==> src/rtl/seq_launch_pkg.sv <==
package seq_launch_pkg;
  localparam int RW = 32;
  localparam logic [RW-1:0] LFSR_MASK = 32'h80200003;

  function automatic logic [RW-1:0] lfsr_next(input logic [RW-1:0] s);
    return (s >> 1) ^ (s[0] ? LFSR_MASK : '0);
  endfunction
endpackage

==> src/rtl/seq_launch_prng.sv <==
module seq_launch_prng
  import seq_launch_pkg::*;
(
  input  logic          clk,
  input  logic          rst,
  input  logic [RW-1:0] seed,
  output logic [RW-1:0] state
);
  always_ff @(posedge clk) begin
    if (rst) state <= (seed == '0) ? RW'(1) : seed;
    else     state <= lfsr_next(state);
  end

  // an LFSR never collapses to zero
  assert_lfsr_nonzero_R11: assert property (@(posedge clk) disable iff (rst)
    state != '0);
endmodule

==> src/rtl/seq_launch_gap.sv <==
module seq_launch_gap #(
  parameter int DW = 4
) (
  input  logic          clk,
  input  logic          rst,
  input  logic [DW-1:0] len,
  input  logic          load,
  output logic          busy
);
  logic [DW-1:0] cnt;

  always_ff @(posedge clk) begin
    if (rst)             cnt <= '0;
    else if (load)       cnt <= (len > DW'(1)) ? len - DW'(1) : '0;
    else if (cnt != '0)  cnt <= cnt - DW'(1);
  end

  assign busy = (cnt != '0);

  // the launcher never loads a group that is still spacing
  assert_gap_no_early_load_R5: assert property (@(posedge clk) disable iff (rst)
    load |-> !busy);
endmodule

==> src/rtl/seq_launch_occ.sv <==
module seq_launch_occ #(
  parameter int OW = 4,
  parameter int SW = 3
) (
  input  logic          clk,
  input  logic          rst,
  input  logic [OW-1:0] lim,
  input  logic [SW-1:0] inc,
  input  logic [SW-1:0] dec,
  output logic [OW-1:0] count
);
  always_ff @(posedge clk) begin
    if (rst) count <= '0;
    else     count <= count + OW'(inc) - OW'(dec);
  end

  // grants given to this group never push it past its limit
  assert_cap_respected_R7: assert property (@(posedge clk) disable iff (rst)
    (inc != '0) |-> ((OW+1)'(count) + (OW+1)'(inc) <= (OW+1)'(lim)));

  // balanced starts and completions leave the count alone
  assert_occ_balanced_R8: assert property (@(posedge clk) disable iff (rst)
    (inc == dec) |=> (count == $past(count)));
endmodule

==> src/rtl/seq_launch.sv <==
module seq_launch
  import seq_launch_pkg::*;
#(
  parameter int NSLOT = 4,
  parameter int NGAP  = 2,
  parameter int NCAP  = 2,
  parameter int DW    = 4,
  parameter int OW    = 4,
  parameter int PW    = 8,
  localparam int GW   = (NGAP > 1) ? $clog2(NGAP) : 1,
  localparam int CW   = (NCAP > 1) ? $clog2(NCAP) : 1,
  localparam int SW   = $clog2(NSLOT + 1)
) (
  input  logic                clk,
  input  logic                rst,
  input  logic [31:0]         seed_i,
  input  logic [NSLOT-1:0]    gate_use_i,
  input  logic [NSLOT-1:0]    gate_i,
  input  logic [NSLOT-1:0]    gap_use_i,
  input  logic [NSLOT*GW-1:0] gap_grp_i,
  input  logic [NGAP*DW-1:0]  gap_len_i,
  input  logic [NSLOT-1:0]    cap_use_i,
  input  logic [NSLOT*CW-1:0] cap_grp_i,
  input  logic [NCAP*OW-1:0]  cap_lim_i,
  input  logic [NSLOT*PW-1:0] prob_i,
  input  logic [NSLOT-1:0]    done_i,
  output logic [NSLOT-1:0]    start_o
);
  logic [RW-1:0]    lfsr;
  logic [GW-1:0]    gsel  [NSLOT];
  logic [CW-1:0]    csel  [NSLOT];
  logic [PW-1:0]    prob  [NSLOT];
  logic [NSLOT-1:0] p_ok;
  logic [NGAP-1:0]  g_busy, g_load;
  logic [OW-1:0]    occ   [NCAP];
  logic [OW-1:0]    lim   [NCAP];
  logic [SW-1:0]    c_add [NCAP];
  logic [SW-1:0]    c_sub [NCAP];
  logic [NSLOT-1:0] grant;
  logic [NSLOT-1:0] gmask [NGAP];

  seq_launch_prng u_prng (.clk(clk), .rst(rst), .seed(seed_i), .state(lfsr));

  for (genvar i = 0; i < NSLOT; i++) begin : g_slot
    localparam int OFS = (i * PW) % (RW - PW + 1);
    assign gsel[i] = gap_grp_i[i*GW +: GW];
    assign csel[i] = cap_grp_i[i*CW +: CW];
    assign prob[i] = prob_i[i*PW +: PW];
    assign p_ok[i] = (prob[i] == {PW{1'b1}}) || (lfsr[OFS +: PW] < prob[i]);

    // a low gate suppresses the slot's next start pulse
    assert_gate_blocks_R4: assert property (@(posedge clk) disable iff (rst)
      $past(gate_use_i[i] && !gate_i[i]) |-> !start_o[i]);
    // zero probability never launches
    assert_prob_zero_R3: assert property (@(posedge clk) disable iff (rst)
      ($past(prob[i]) == '0) |-> !start_o[i]);
  end

  for (genvar g = 0; g < NGAP; g++) begin : g_gap
    seq_launch_gap #(.DW(DW)) u_gap (
      .clk(clk), .rst(rst), .len(gap_len_i[g*DW +: DW]),
      .load(g_load[g]), .busy(g_busy[g]));
    for (genvar i = 0; i < NSLOT; i++) begin : g_m
      assign gmask[g][i] = gap_use_i[i] && (int'(gsel[i]) == g);
    end
    // one start per spacing group per cycle
    assert_gap_single_start_R6: assert property (@(posedge clk) disable iff (rst)
      $countones(start_o & $past(gmask[g])) <= 1);
  end

  for (genvar c = 0; c < NCAP; c++) begin : g_cap
    assign lim[c] = cap_lim_i[c*OW +: OW];
    seq_launch_occ #(.OW(OW), .SW(SW)) u_occ (
      .clk(clk), .rst(rst), .lim(lim[c]), .inc(c_add[c]),
      .dec(c_sub[c]), .count(occ[c]));
  end

  // Grant walk in slot order: lower index has priority inside a group
  always_comb begin
    logic ok;
    grant  = '0;
    g_load = '0;
    for (int c = 0; c < NCAP; c++) begin
      c_add[c] = '0;
      c_sub[c] = '0;
    end
    for (int i = 0; i < NSLOT; i++) begin
      ok = p_ok[i];
      if (gate_use_i[i] && !gate_i[i]) ok = 1'b0;
      if (gap_use_i[i] && (g_busy[gsel[i]] || g_load[gsel[i]])) ok = 1'b0;
      if (cap_use_i[i] &&
          ((OW+1)'(occ[csel[i]]) + (OW+1)'(c_add[csel[i]]) >= (OW+1)'(lim[csel[i]])))
        ok = 1'b0;
      if (ok) begin
        grant[i] = 1'b1;
        if (gap_use_i[i]) g_load[gsel[i]] = 1'b1;
        if (cap_use_i[i]) c_add[csel[i]] = c_add[csel[i]] + SW'(1);
      end
      if (cap_use_i[i] && done_i[i]) c_sub[csel[i]] = c_sub[csel[i]] + SW'(1);
    end
  end

  always_ff @(posedge clk) begin
    if (rst) start_o <= '0;
    else     start_o <= grant;
  end
endmodule

==> config.mk <==
export PLATFORM = sky130hd
export DESIGN_NAME = seq_launch
export DESIGN_NICKNAME = d
export VERILOG_FILES = /design/src/rtl/seq_launch_pkg.sv /design/src/rtl/seq_launch_prng.sv /design/src/rtl/seq_launch_gap.sv /design/src/rtl/seq_launch_occ.sv /design/src/rtl/seq_launch.sv
export SDC_FILE = /design/constraint.sdc
export NUM_CORES = 1
export LEC_CHECK = 0
export BUFFER_PORTS_ARGS = -buffer_cell sky130_fd_sc_hd__buf_2
export CORE_ASPECT_RATIO = 0.9
export CORE_MARGIN = 2
export CORE_UTILIZATION = 56
export CTS_CLUSTER_DIAMETER = 50
export CTS_CLUSTER_SIZE = 16
export DETAILED_ROUTE_END_ITERATION = 6
export PLACE_DENSITY_LB_ADDON = 0.15
export SKIP_CTS_REPAIR_TIMING = 1
export SLEW_MARGIN = 25
export SYNTH_ARGS = -nofsm -noshare
export SYNTH_HDL_FRONTEND = slang
export SYNTH_SLANG_ARGS = --single-unit
==> constraint.sdc <==
create_clock -name clk -period 15.2 [get_ports clk]
set_input_delay 1.52 -clock clk [delete_from_list [all_inputs] [get_ports clk]]
set_output_delay 1.52 -clock clk [all_outputs]
set_load 0.01 [all_outputs]
==> reports/metrics.sh, run 1 <==
CRITICAL_PATH_SOURCE='cap_grp_i[0]'
HP-START='u_prng.state[17]'
GRT_SETUP_UNREPAIRED='false'
FINALMAXSLEWVIOLATIONS=0
WL_MET1_MM=6.31
FIN_WS_NS=1.91
WIRE_LENGTH_ON_MET3_MM=1.31
POST-PLACE-CELLS=858
SYNTHADDERAREAFRAC_PCT=19.3
CLKLATENCYLATEPIN_NS=0.32
YOSYSSEQAREASHARE_PCT=19.7
DETAILED_PLACE_HPWL_MM=11.6
SYNTH_TOP_CELLS_BY_AREA='sky130_fd_sc_hd__dfxtp_1 (20%), sky130_fd_sc_hd__ha_1 (16%), sky130_fd_sc_hd__mux2_2 (7.7%)'
TOTAL_NETS_AFTER_SYNTHESIS=832
CTS_TREE='built'
OUTCOME='complete, no violations'
MET2_LENGTH_MM=6.53
DRTPASS1ITERATIONS=5
NUMBER_OF_ANTENNA_VIOLATIONS_AT_THE_FIRST_CHECK_IN_GLOBAL_ROUTING=0
GRT_USAGE_PCT=28.3
FLOORPLAN.DIE_AREA_SQ_UM=10200
GP_ROUTABILITY_CONGESTION=0.999
SYNTHESIS.YOSYS.WARNINGS=0
CRITICALPATHCATEGORY='in -> reg'
DRIVE_ABOVE_1_SHARE_PCT=22.3
WORST_SETUP_PATH_END_KIND='flip-flop'
POST_SYNTH_DESIGN_CELL_AREA_SQ_UM=5290
POWER_PER_CELL_AREA_nW_PER_UM2=112
CLOCK_SINK_COUNT=52
CRIT_ARRIVAL_NS=13.51
PLACEMENTROWS=33
VIAS_IN_THE_FIRST_GLOBAL_ROUTE=4846
CORE-AREA_SQ_UM=9170
WORST_SETUP_TIMING_SLACK_AT_THE_PLACEMENT_STAGE_NS=1.85
FINALCRITICALPERIOD_NS=13.29
SYNTH-ASYNC-RESET-RATIO_PCT=0
POST_DRT_WL_PER_CELL_UM=16.6
NETLIST_INSTANCES=645
SYNTH_TOP_AREA_CELL='sky130_fd_sc_hd__dfxtp_1'
LAYOUT-AREA-OVERHEAD-VS-SYNTH_PCT=14.3
TIMING_WORST_SLEW_PIN_VALUE_NS=0.679
SETUP_VIOLATIONS=0
SYNTH_COMPOUND_GATE_AREA_SHARE_PCT=15.8
ROUTE.VIAS.TOTAL=5126
SLOWEST_STAGE='sky130_fd_sc_hd__or4_1'
DR_VIAS_CELL=5.92
START_UTIL_PCT=57.8
FMAX_GHz=0.0753
MOST_COMMON_CELL_TYPE_ON_THE_CRITICAL_PATH='sky130_fd_sc_hd__ha_1'
POST_SYNTH_AND_OR_NAND_NOR_AREA_FRACTION_PCT=19.9
STARTPOINT_TYPE='input pin'
SYNTH_TOP_AREA_SHARE_PCT=19.7
WORST_HOLD_PATH.NUM_CELLS=1
DRC_VIOLATIONS=0
MAIN_COMBINATIONAL_CELL_FAMILY_BY_AREA_AFTER_SYNTHESIS='simple AND/OR/NAND/NOR gates'
WORST_R2R_PATH_DEPTH=49
PLACE.PORT_BUFFERS=113
NUM_IO_PINS=114
GRT_PASS1_WL_MM=22.9
YOSYS-MUX-AREA-FRACTION_PCT=12.6
ANTENNA_VIOLATING_NETS_POST_ROUTE=0
SYNTH-XOR-AREA-SHARE_PCT=6.12
POSTSYNTH.TOPFLOPCELL='sky130_fd_sc_hd__dfxtp_1'
P_SW_SHARE_PCT=43.4
FINCLKSKEW_NS=0.00998
CTSROOTBUFFERMASTER='sky130_fd_sc_hd__clkbuf_8'
FINAL_CELL_MIX='sky130_fd_sc_hd__buf_2 (113), sky130_fd_sc_hd__ha_1 (69), sky130_fd_sc_hd__inv_1 (68)'
NUMCTSBUFFERS=5
FINAL_CELLS=866
FIN_TNS_SETUP_NS=0
TOTAL_LEAKAGE_POWER_nW=2.87
TOPROUTINGLAYERUSED='met4'
SYNTH.AVG_CELL_AREA_SQ_UM=8.21
SHARE_SEQ_OF_TOTAL_POWER_PCT=30.0
FP.DIEH_UM=96.2
WORST-R2R-SETUP-SLACK_NS=3.21
POWER_FRAC_CLOCK_PCT=13.2
YS_TYPES=66
CRIT_FANOUT=23
OVERFLOW=0
ANTENNA_DIODE_COUNT=0
INTERNAL-POWER_mW=0.383
WORST_R2R_ENDPOINT='g_cap[1].u_occ.count[3]'
FINAL_HOLD_VIOLATION_COUNT=0
DPL-INSTANCE-AREA_SQ_UM=5950
HOLDCRITPATHCLASS='reg -> reg'
CLKSLEWWORSTSETUPHOLDPATHS_NS=0.11
COMBINATIONAL_FRACTION_OF_DESIGN_POWER_PCT=56.7
STDCELL_AREA_SQ_UM=6050
MAXCAPVIOLCOUNT=0
CRIT_PATH_MAX_INCR_DELAY_NS=0.68
SYNTH-SEQ-CELLS=52
TIMING.RR.START='g_cap[0].u_occ.count[2]'
DETAIL_ROUTE.ITER0.VIOLATIONS=326
LAYOUT.CELLS.MOST_COMMON='sky130_fd_sc_hd__buf_2'
CTSLONGESTPATHBUFFERS=2
FIN_NETS=930
IR_DROP_uV=61.8
WORST_SLEW_MARGIN_REL_PCT=54.7
CRITICAL_PATH.ENDPOINT='g_cap[1].u_occ.count[3]'
TOTAL_SWITCHING_POWER_mW=0.294
GRT_START_MAX_NET_PINS=30
FINALCRITPERIODSHARE_PCT=87.4
DIE_W_UM=106
CTS_HTREE_LEVELS=2
SYNTH-EDFF-COUNT=0
ROUTE.FINAL.WIRE_LENGTH_MM=14.4
REQUIRED_NS=15.42
routing by layer:
layer	vias to the layer above	track usage, %
met5	-	0
met4	0	7.79
met3	21	7.18
met2	227	47.6
met1	2368	36.2
li1	2510	-
registers in the layout, indices dropped and copies added, names as in the netlist:
register           cells
g_cap.u_occ.count      8
g_gap.u_gap.cnt        8
start_o                4
u_prng.state          32
final cells by class:
type | instances | area (sq um)
sequential | 52 | 1040
clock buffer | 6 | 82.6
timing repair buffer | 114 | 593
clock inverter | 2 | 17.5
fill | 792 | 3120
multi-input combinational | 502 | 3910
inverter | 68 | 255
tap | 122 | 153
worst min-delay path by stage:
stage	end	slack, ns
global placement	u_prng.state[15]	0.47
global route	u_prng.state[16]	0.51
detailed placement	u_prng.state[15]	0.48
floorplan	u_prng.state[15]	0.45
finish	u_prng.state[16]	0.49
CTS	u_prng.state[16]	0.49
cell usage after synthesis (3+ instances only):
library cell / instances
sky130_fd_sc_hd__nand4_1: 16
sky130_fd_sc_hd__buf_1: 3
sky130_fd_sc_hd__fa_1: 8
sky130_fd_sc_hd__a21o_1: 10
sky130_fd_sc_hd__nor3b_1: 3
sky130_fd_sc_hd__o21bai_1: 3
sky130_fd_sc_hd__o21ai_0: 22
sky130_fd_sc_hd__xnor2_1: 23
sky130_fd_sc_hd__o31ai_1: 3
sky130_fd_sc_hd__nor3_1: 23
sky130_fd_sc_hd__or2_2: 3
sky130_fd_sc_hd__xor2_1: 14
sky130_fd_sc_hd__a21oi_1: 34
sky130_fd_sc_hd__inv_1: 68
sky130_fd_sc_hd__mux2i_1: 24
sky130_fd_sc_hd__o21ai_1: 3
sky130_fd_sc_hd__o211ai_1: 4
sky130_fd_sc_hd__nand2_1: 47
sky130_fd_sc_hd__a211oi_1: 4
sky130_fd_sc_hd__mux2_2: 36
sky130_fd_sc_hd__dfxtp_1: 52
sky130_fd_sc_hd__nor2b_1: 12
sky130_fd_sc_hd__clkbuf_1: 17
sky130_fd_sc_hd__nand3_1: 14
sky130_fd_sc_hd__buf_2: 3
sky130_fd_sc_hd__a221oi_1: 4
sky130_fd_sc_hd__ha_1: 69
sky130_fd_sc_hd__nor2_1: 37
sky130_fd_sc_hd__nor4_1: 11
sky130_fd_sc_hd__and3_1: 5
sky130_fd_sc_hd__nand2b_1: 10
sky130_fd_sc_hd__or3_1: 6
sky130_fd_sc_hd__o22ai_1: 8
sky130_fd_sc_hd__o21a_1: 6
kinds of logic after synthesis:
| family | count (synthesis) |
|---|---|
| and+or+nand+nor | 202 |
| AOI/OAI and AO/OA | 124 |
| buffers and inverters | 91 |
| adders and majority gates | 77 |
| muxes | 62 |
| DFF | 52 |
| xor gates and xnor gates | 37 |
through the flow:
stage | power, mW | hold slack (ns) | utilization, %
finish | 0.678 | 0.492 | 66.0
global route | 0.738 | 0.514 | 66.0
floorplan | 0.483 | 0.449 | -
CTS | 0.676 | 0.492 | 66.0
global placement | 0.568 | 0.471 | 64.6
detailed placement | 0.582 | 0.476 | 64.9
critical path: cells and delay by family:
kind | cells | cell delay (ns)
xor gates and xnor gates | 4 | 0.59
buffers and inverters | 2 | 0.44
and+or+nand+nor | 14 | 3.28
adders and majority gates | 10 | 2.94
muxes | 3 | 1.03
AOI/OAI and AO/OA | 16 | 3.66
power by group through the flow:
stage / combinational, mW / clock (mW) / sequential, mW
floorplan: 0.295 / 0 / 0.187
global placement: 0.364 / 0 / 0.204
detailed placement: 0.378 / 0 / 0.205
CTS: 0.381 / 0.0922 / 0.202
global route: 0.434 / 0.0976 / 0.207
finish: 0.385 / 0.0897 / 0.203
Power figures use the tool's default switching activity.
==> inputs of run 2 (changes only) <==
Settings changed: REMOVE_ABC_BUFFERS set to 1.
==> reports/metrics.sh, run 2 (synthesized netlist as in run 1, its figures left out) <==
FLIP_FLOP_COUNT_OF_THE_LARGEST_REGISTER_AFTER_LAYOUT=32  # unchanged
NUM_IO_PINS=114  # unchanged
DETAIL_ROUTE.ITER0.VIOLATIONS=266  # -18%
FMAX_GHz=0.0755  # +0.37%
POWER_PER_CELL_AREA_nW_PER_UM2=112  # -0.12%
FLOORPLAN.DIE_AREA_SQ_UM=10200  # unchanged
CLOCK_SINK_COUNT=52  # unchanged
STDCELL_AREA_SQ_UM=6040  # -0.21%
PLACEMENTROWS=33  # unchanged
PLACE.PORT_BUFFERS=113  # unchanged
CLKSLEWWORSTSETUPHOLDPATHS_NS=0.09  # -0.02 ns
LAYOUT-AREA-OVERHEAD-VS-SYNTH_PCT=14.0
DRC_VIOLATIONS=0  # unchanged
GRT_START_MAX_NET_PINS=57  # +90%
POST_DRT_WL_PER_CELL_UM=15.5  # -7.0%
GRT_SETUP_UNREPAIRED='false'
CRITICALPATHCATEGORY='in -> reg'
CRIT_FANOUT=23  # unchanged
CRIT_ARRIVAL_NS=13.41  # -0.10 ns
FINAL_HOLD_VIOLATION_COUNT=0  # unchanged
REGISTERS.TOP_BY_FF_COUNT='u_prng.state'
DRTPASS1ITERATIONS=5  # unchanged
START_UTIL_PCT=57.8  # unchanged
NUMCTSBUFFERS=5  # unchanged
FINALMAXSLEWVIOLATIONS=0  # unchanged
NUMBER_OF_ANTENNA_VIOLATIONS_AT_THE_FIRST_CHECK_IN_GLOBAL_ROUTING=1  # +1
WORST_SLEW_MARGIN_REL_PCT=57.6  # +2.9 points
GP_ROUTABILITY_CONGESTION=0.967  # -3.2%
CRIT_PATH_MAX_INCR_DELAY_NS=0.68  # about the same
ANTENNA_VIOLATING_NETS_POST_ROUTE=0  # unchanged
HOLDCRITPATHCLASS='reg -> reg'
BIGGESTREGSBYFLOPS='u_prng.state: 32 flops, g_cap.u_occ.count: 8 flops, g_gap.u_gap.cnt: 8 flops'
DIE_W_UM=106  # unchanged
ROUTE.FINAL.WIRE_LENGTH_MM=13.4  # -7.0%
MOST_COMMON_CELL_TYPE_ON_THE_CRITICAL_PATH='sky130_fd_sc_hd__ha_1'
FIN_NETS=930  # unchanged
CTSLONGESTPATHBUFFERS=2  # unchanged
VIAS_IN_THE_FIRST_GLOBAL_ROUTE=4859  # +0.27%
STARTPOINT_TYPE='input pin'
WORST_R2R_ENDPOINT='g_cap[1].u_occ.count[3]'
FINALCRITICALPERIOD_NS=13.24  # -0.0496 ns
HP-START='u_prng.state[16]'
ROUTE.VIAS.TOTAL=4989  # -2.7%
CLKLATENCYLATEPIN_NS=0.31  # about the same
FINALCRITPERIODSHARE_PCT=87.1  # -0.33 points
SLOWEST_STAGE='sky130_fd_sc_hd__or4_1'
LAYOUT.CELLS.MOST_COMMON='sky130_fd_sc_hd__buf_2'
SETUP_VIOLATIONS=0  # unchanged
CTS_HTREE_LEVELS=2  # unchanged
FINCLKSKEW_NS=0.0104  # +0.000444 ns
WORST_SETUP_TIMING_SLACK_AT_THE_PLACEMENT_STAGE_NS=1.66  # -0.185 ns
DR_VIAS_CELL=5.76  # -2.7%
WORST_R2R_PATH_DEPTH=48  # -2.0%
TIMING_WORST_SLEW_PIN_VALUE_NS=0.636  # -0.0434 ns
CORE-AREA_SQ_UM=9170  # unchanged
MIN_TO='u_prng.state[15]'
GRT_USAGE_PCT=27.0  # -1.3 points
TIMING.RR.START='g_cap[1].u_occ.count[0]'
FINAL_CELL_MIX='sky130_fd_sc_hd__buf_2 (113), sky130_fd_sc_hd__ha_1 (69), sky130_fd_sc_hd__inv_1 (68)'
OVERFLOW=0  # unchanged
FINAL_CORE_UTIL_PCT=65.9  # -0.14 points
REQUIRED_NS=15.37  # -0.05 ns
DPL-INSTANCE-AREA_SQ_UM=5930  # -0.34%
CTS_TREE='built'
GRT_PASS1_WL_MM=22.2  # -3.1%
WORST_SETUP_PATH_END_KIND='flip-flop'
TOTAL_LEAKAGE_POWER_nW=2.87  # -0.17%
ANTENNA_DIODE_COUNT=0  # unchanged
IR_DROP_uV=134  # +120%
OUTCOME='complete, no violations'
DETAILED_PLACE_HPWL_MM=11.0  # -5.0%
FP.DIEH_UM=96.2  # unchanged
WORST_HOLD_PATH.NUM_CELLS=1  # unchanged
CTSROOTBUFFERMASTER='sky130_fd_sc_hd__clkbuf_8'
CP_NUM_BUF_INV=2  # unchanged
DRIVE_ABOVE_1_SHARE_PCT=22.2  # -0.13 points
CRITICAL_PATH.TOP_DELAY_FAMILY='compound AO/OA/AOI/OAI gates'
MAXCAPVIOLCOUNT=0  # unchanged
WORST-R2R-SETUP-SLACK_NS=3.27  # +0.06 ns
FINAL_CELLS=866  # unchanged
FIN_TNS_SETUP_NS=0  # unchanged
FIN_WS_NS=1.96  # +0.0496 ns
POST-PLACE-CELLS=858  # unchanged
run 2: cell types whose count changed in the layout (fill, tap and decap cells not counted):
cell                        change
sky130_fd_sc_hd__inv_6          -2
sky130_fd_sc_hd__buf_16         -1
sky130_fd_sc_hd__buf_4          +1
sky130_fd_sc_hd__bufinv_16      +1
sky130_fd_sc_hd__clkbuf_1       +1
sky130_fd_sc_hd__clkbuf_8       -1
sky130_fd_sc_hd__clkinv_2       +1
run 2: worst max path at each step:
stage                              end  cells past startpoint  slack, ns    startpoint
6_report       g_cap[1].u_occ.count[3]                     49       1.96  cap_grp_i[0]
3_5_place_dp   g_cap[1].u_occ.count[3]                     49       1.66  cap_grp_i[0]
2_1_floorplan  g_cap[0].u_occ.count[3]                     45       3.54  cap_grp_i[0]
5_1_grt        g_cap[1].u_occ.count[3]                     51       1.02  cap_grp_i[0]
3_3_place_gp   g_cap[1].u_occ.count[3]                     49       2.23  cap_grp_i[0]
4_1_cts        g_cap[1].u_occ.count[3]                     49       1.96  cap_grp_i[0]
run 2: layout make-up:
| cell class | instances | area, sq um |
|---|---|---|
| timing repair buffer | 114 | 573 |
| inverter | 68 | 255 |
| fill | 809 | 3130 |
| clock buffer | 6 | 72.6 |
| multi-input combinational | 502 | 3910 |
| sequential | 52 | 1040 |
| clock inverter | 2 | 35.0 |
| tap | 122 | 153 |
run 2: report_power, final:
group          switching (mW)  total (mW)  internal, mW
clock                  0.0458      0.0948        0.0490
combinational           0.202       0.379         0.177
sequential             0.0349       0.202         0.167
run 2: routing by layer:
metal | up-vias | routed length [um] | GRT usage (%)
met2 | 154 | 6180 | 46.4
met4 | 2 | 522 | 10.6
met1 | 2292 | 5970 | 34.3
li1 | 2498 | - | -
met5 | - | 13 | 0
met3 | 43 | 710 | 3.99
run 2: worst register-to-register path, delay by kind of cell (launching register included):
kind	cells	cell delay [ns]
buf+inv	1	0.08
mux	3	0.79
compound gates	16	3.75
xor+xnor	4	0.61
fa+ha+maj	10	2.89
flops	1	0.48
simple gates	14	3.21
run 2: stage by stage:
step	hold slack (ns)	power [mW]
2_1_floorplan	0.449	0.474
3_3_place_gp	0.465	0.568
3_5_place_dp	0.467	0.579
4_1_cts	0.489	0.677
5_1_grt	0.499	0.744
6_report	0.492	0.675
==> inputs of run 3 (changes only) <==
Settings changed: PLACE_DENSITY_LB_ADDON 0.15 to 0.1, REMOVE_ABC_BUFFERS 1 to not set.
==> reports/metrics.sh, run 3 (synthesized netlist as in run 1, its figures left out) <==
OUTCOME='complete, no violations'
DRC_VIOLATIONS=0  # unchanged
FINALCRITICALPERIOD_NS=13.21  # -0.0280 ns
ROUTE.VIAS.TOTAL=5083  # +1.9%
FINAL_CELL_MIX='sky130_fd_sc_hd__buf_2 (112), sky130_fd_sc_hd__ha_1 (69), sky130_fd_sc_hd__inv_1 (68)'
ROUTE.FINAL.WIRE_LENGTH_MM=14.0  # +4.3%
WORST_HOLD_PATH.NUM_CELLS=1  # unchanged
FMAX_GHz=0.0757  # +0.21%
WL_MET1_MM=6.25  # +4.7%
CTS_HTREE_LEVELS=2  # unchanged
NUMBER_OF_ANTENNA_VIOLATIONS_AT_THE_FIRST_CHECK_IN_GLOBAL_ROUTING=0  # -1
VIAS_IN_THE_FIRST_GLOBAL_ROUTE=4940  # +1.7%
MOST_COMMON_CELL_TYPE_ON_THE_CRITICAL_PATH='sky130_fd_sc_hd__ha_1'
FIN_NETS=929  # -0.11%
WORST_SLEW_MARGIN_REL_PCT=55.6  # -2.0 points
CORE-AREA_SQ_UM=9170  # unchanged
TOPROUTINGLAYERUSED='met4'
CLKLATENCYLATEPIN_NS=0.31  # about the same
CLOCK_SINK_COUNT=52  # unchanged
NUM_IO_PINS=114  # unchanged
CRITICALPATHCATEGORY='in -> reg'
START_UTIL_PCT=57.8  # unchanged
LAYOUT-AREA-OVERHEAD-VS-SYNTH_PCT=14.3
GP_ROUTABILITY_CONGESTION=0.934  # -3.4%
POST_DRT_WL_PER_CELL_UM=16.2  # +4.6%
STARTPOINT_TYPE='input pin'
WIRE_LENGTH_ON_MET3_MM=1.10  # +55%
WORST_R2R_PATH_DEPTH=49  # +2.1%
CLKSLEWWORSTSETUPHOLDPATHS_NS=0.09  # about the same
TIMING_WORST_SLEW_PIN_VALUE_NS=0.666  # +0.0307 ns
WORST-R2R-SETUP-SLACK_NS=3.27  # about the same
CRITICAL_PATH.TOP_DELAY_FAMILY='compound AO/OA/AOI/OAI gates'
FINALMAXSLEWVIOLATIONS=0  # unchanged
STDCELL_AREA_SQ_UM=6050  # +0.27%
DRIVE_ABOVE_1_SHARE_PCT=22.1  # -0.075 points
PLACEMENTROWS=33  # unchanged
WORST_R2R_ENDPOINT='g_cap[1].u_occ.count[3]'
BIGGESTREGSBYFLOPS='u_prng.state: 32 flops, g_cap.u_occ.count: 8 flops, g_gap.u_gap.cnt: 8 flops'
GRT_START_MAX_NET_PINS=57  # unchanged
DRTPASS1ITERATIONS=5  # unchanged
FIN_TNS_SETUP_NS=0  # unchanged
NUM-FILL-CELLS=816  # +0.87%
DR_VIAS_CELL=5.88  # +2.1%
FINAL_HOLD_VIOLATION_COUNT=0  # unchanged
PLACE.PORT_BUFFERS=113  # unchanged
REGISTERS.TOP_BY_FF_COUNT='u_prng.state'
HOLDCRITPATHCLASS='reg -> reg'
MAXCAPVIOLCOUNT=0  # unchanged
FLIP_FLOP_COUNT_OF_THE_LARGEST_REGISTER_AFTER_LAYOUT=32  # unchanged
CRIT_ARRIVAL_NS=13.39  # -0.02 ns
SLOWEST_STAGE='sky130_fd_sc_hd__or4_1'
WORST_SETUP_PATH_END_KIND='flip-flop'
REQUIRED_NS=15.38  # about the same
DIE_W_UM=106  # unchanged
GRT_USAGE_PCT=28.0  # +1.0 points
DETAILED_PLACE_HPWL_MM=11.6  # +5.7%
NUMCTSBUFFERS=5  # unchanged
GRT_PASS1_WL_MM=22.6  # +1.9%
CTSLONGESTPATHBUFFERS=2  # unchanged
GRT_SETUP_UNREPAIRED='false'
CTSROOTBUFFERMASTER='sky130_fd_sc_hd__clkbuf_8'
FINCLKSKEW_NS=0.00712  # -0.00330 ns
CRIT_FANOUT=23  # unchanged
TOTAL_LEAKAGE_POWER_nW=2.87  # +0.18%
FINALCRITPERIODSHARE_PCT=86.9  # -0.18 points
LAYOUT.CELLS.MOST_COMMON='sky130_fd_sc_hd__buf_2'
CRIT_PATH_MAX_INCR_DELAY_NS=0.69  # about the same
CTS_TREE='built'
IR_DROP_uV=62.8  # -53%
CP_NUM_BUF_INV=2  # unchanged
FP.DIEH_UM=96.2  # unchanged
SETUP_VIOLATIONS=0  # unchanged
ANTENNA_DIODE_COUNT=0  # unchanged
MIN_TO='u_prng.state[27]'
TOTALPOWERFINAL_mW=0.697  # +3.2%
ANTENNA_VIOLATING_NETS_POST_ROUTE=0  # unchanged
TIMING.RR.START='g_cap[0].u_occ.count[2]'
DETAIL_ROUTE.ITER0.VIOLATIONS=326  # +23%
FLOORPLAN.DIE_AREA_SQ_UM=10200  # unchanged
POWER_PER_CELL_AREA_nW_PER_UM2=115  # +3.0%
MET2_LENGTH_MM=6.25  # +1.2%
DPL-INSTANCE-AREA_SQ_UM=5920  # about the same
OVERFLOW=0  # unchanged
HP-START='u_prng.state[28]'
[run 3: changes by cell type in the layout (fill, tap and decap cells not counted)]
cell	before	now
sky130_fd_sc_hd__bufinv_16	1	2
sky130_fd_sc_hd__clkinv_2	1	0
sky130_fd_sc_hd__clkbuf_1	1	0
sky130_fd_sc_hd__buf_2	113	112
[run 3: cell type report]
cell class	count	area (sq um)	share of cell area (%)
Multi-Input combinational cell	502	3910	64.6
Clock buffer	5	68.8	1.14
Sequential cell	52	1040	17.2
Clock inverter	2	60.1	0.992
Tap cell	122	153	2.52
Timing Repair Buffer	113	568	9.38
Inverter	68	255	4.22
[run 3: per-stage QoR]
step,hold slack (ns),std cells,utilization (%),worst slack [ns]
global route,0.526,864,66.0,1.09
CTS,0.504,864,66.0,2.12
floorplan,0.449,645,-,2.82
detailed placement,0.481,857,64.6,1.83
finish,0.500,864,66.0,1.99
global placement,0.476,857,64.6,2.25
[run 3: how the worst max path moves through the flow]
stage	to	from	slack [ns]	cells past startpoint
global placement	g_cap[1].u_occ.count[3]	cap_grp_i[0]	2.25	49
finish	g_cap[1].u_occ.count[3]	cap_grp_i[0]	1.99	49
floorplan	g_cap[0].u_occ.count[3]	cap_grp_i[0]	2.82	49
detailed placement	g_cap[1].u_occ.count[3]	cap_grp_i[0]	1.83	49
CTS	g_cap[1].u_occ.count[3]	cap_grp_i[0]	2.12	49
global route	g_cap[1].u_occ.count[3]	cap_grp_i[0]	1.09	49
[run 3: power by group]
| part | leakage [nW] | internal (mW) | switching [mW] |
|---|---|---|---|
| registers | 0.436 | 0.167 | 0.0358 |
| clock network | 0.0642 | 0.0648 | 0.0465 |
| logic | 2.37 | 0.177 | 0.206 |
[run 3: per-layer routing]
| layer | track usage [%] | vias up |
|---|---|---|
| li1 | - | 2498 |
| met1 | 37.0 | 2365 |
| met2 | 47.2 | 188 |
| met3 | 4.40 | 32 |
| met4 | 9.09 | 0 |
| met5 | 0 | - |
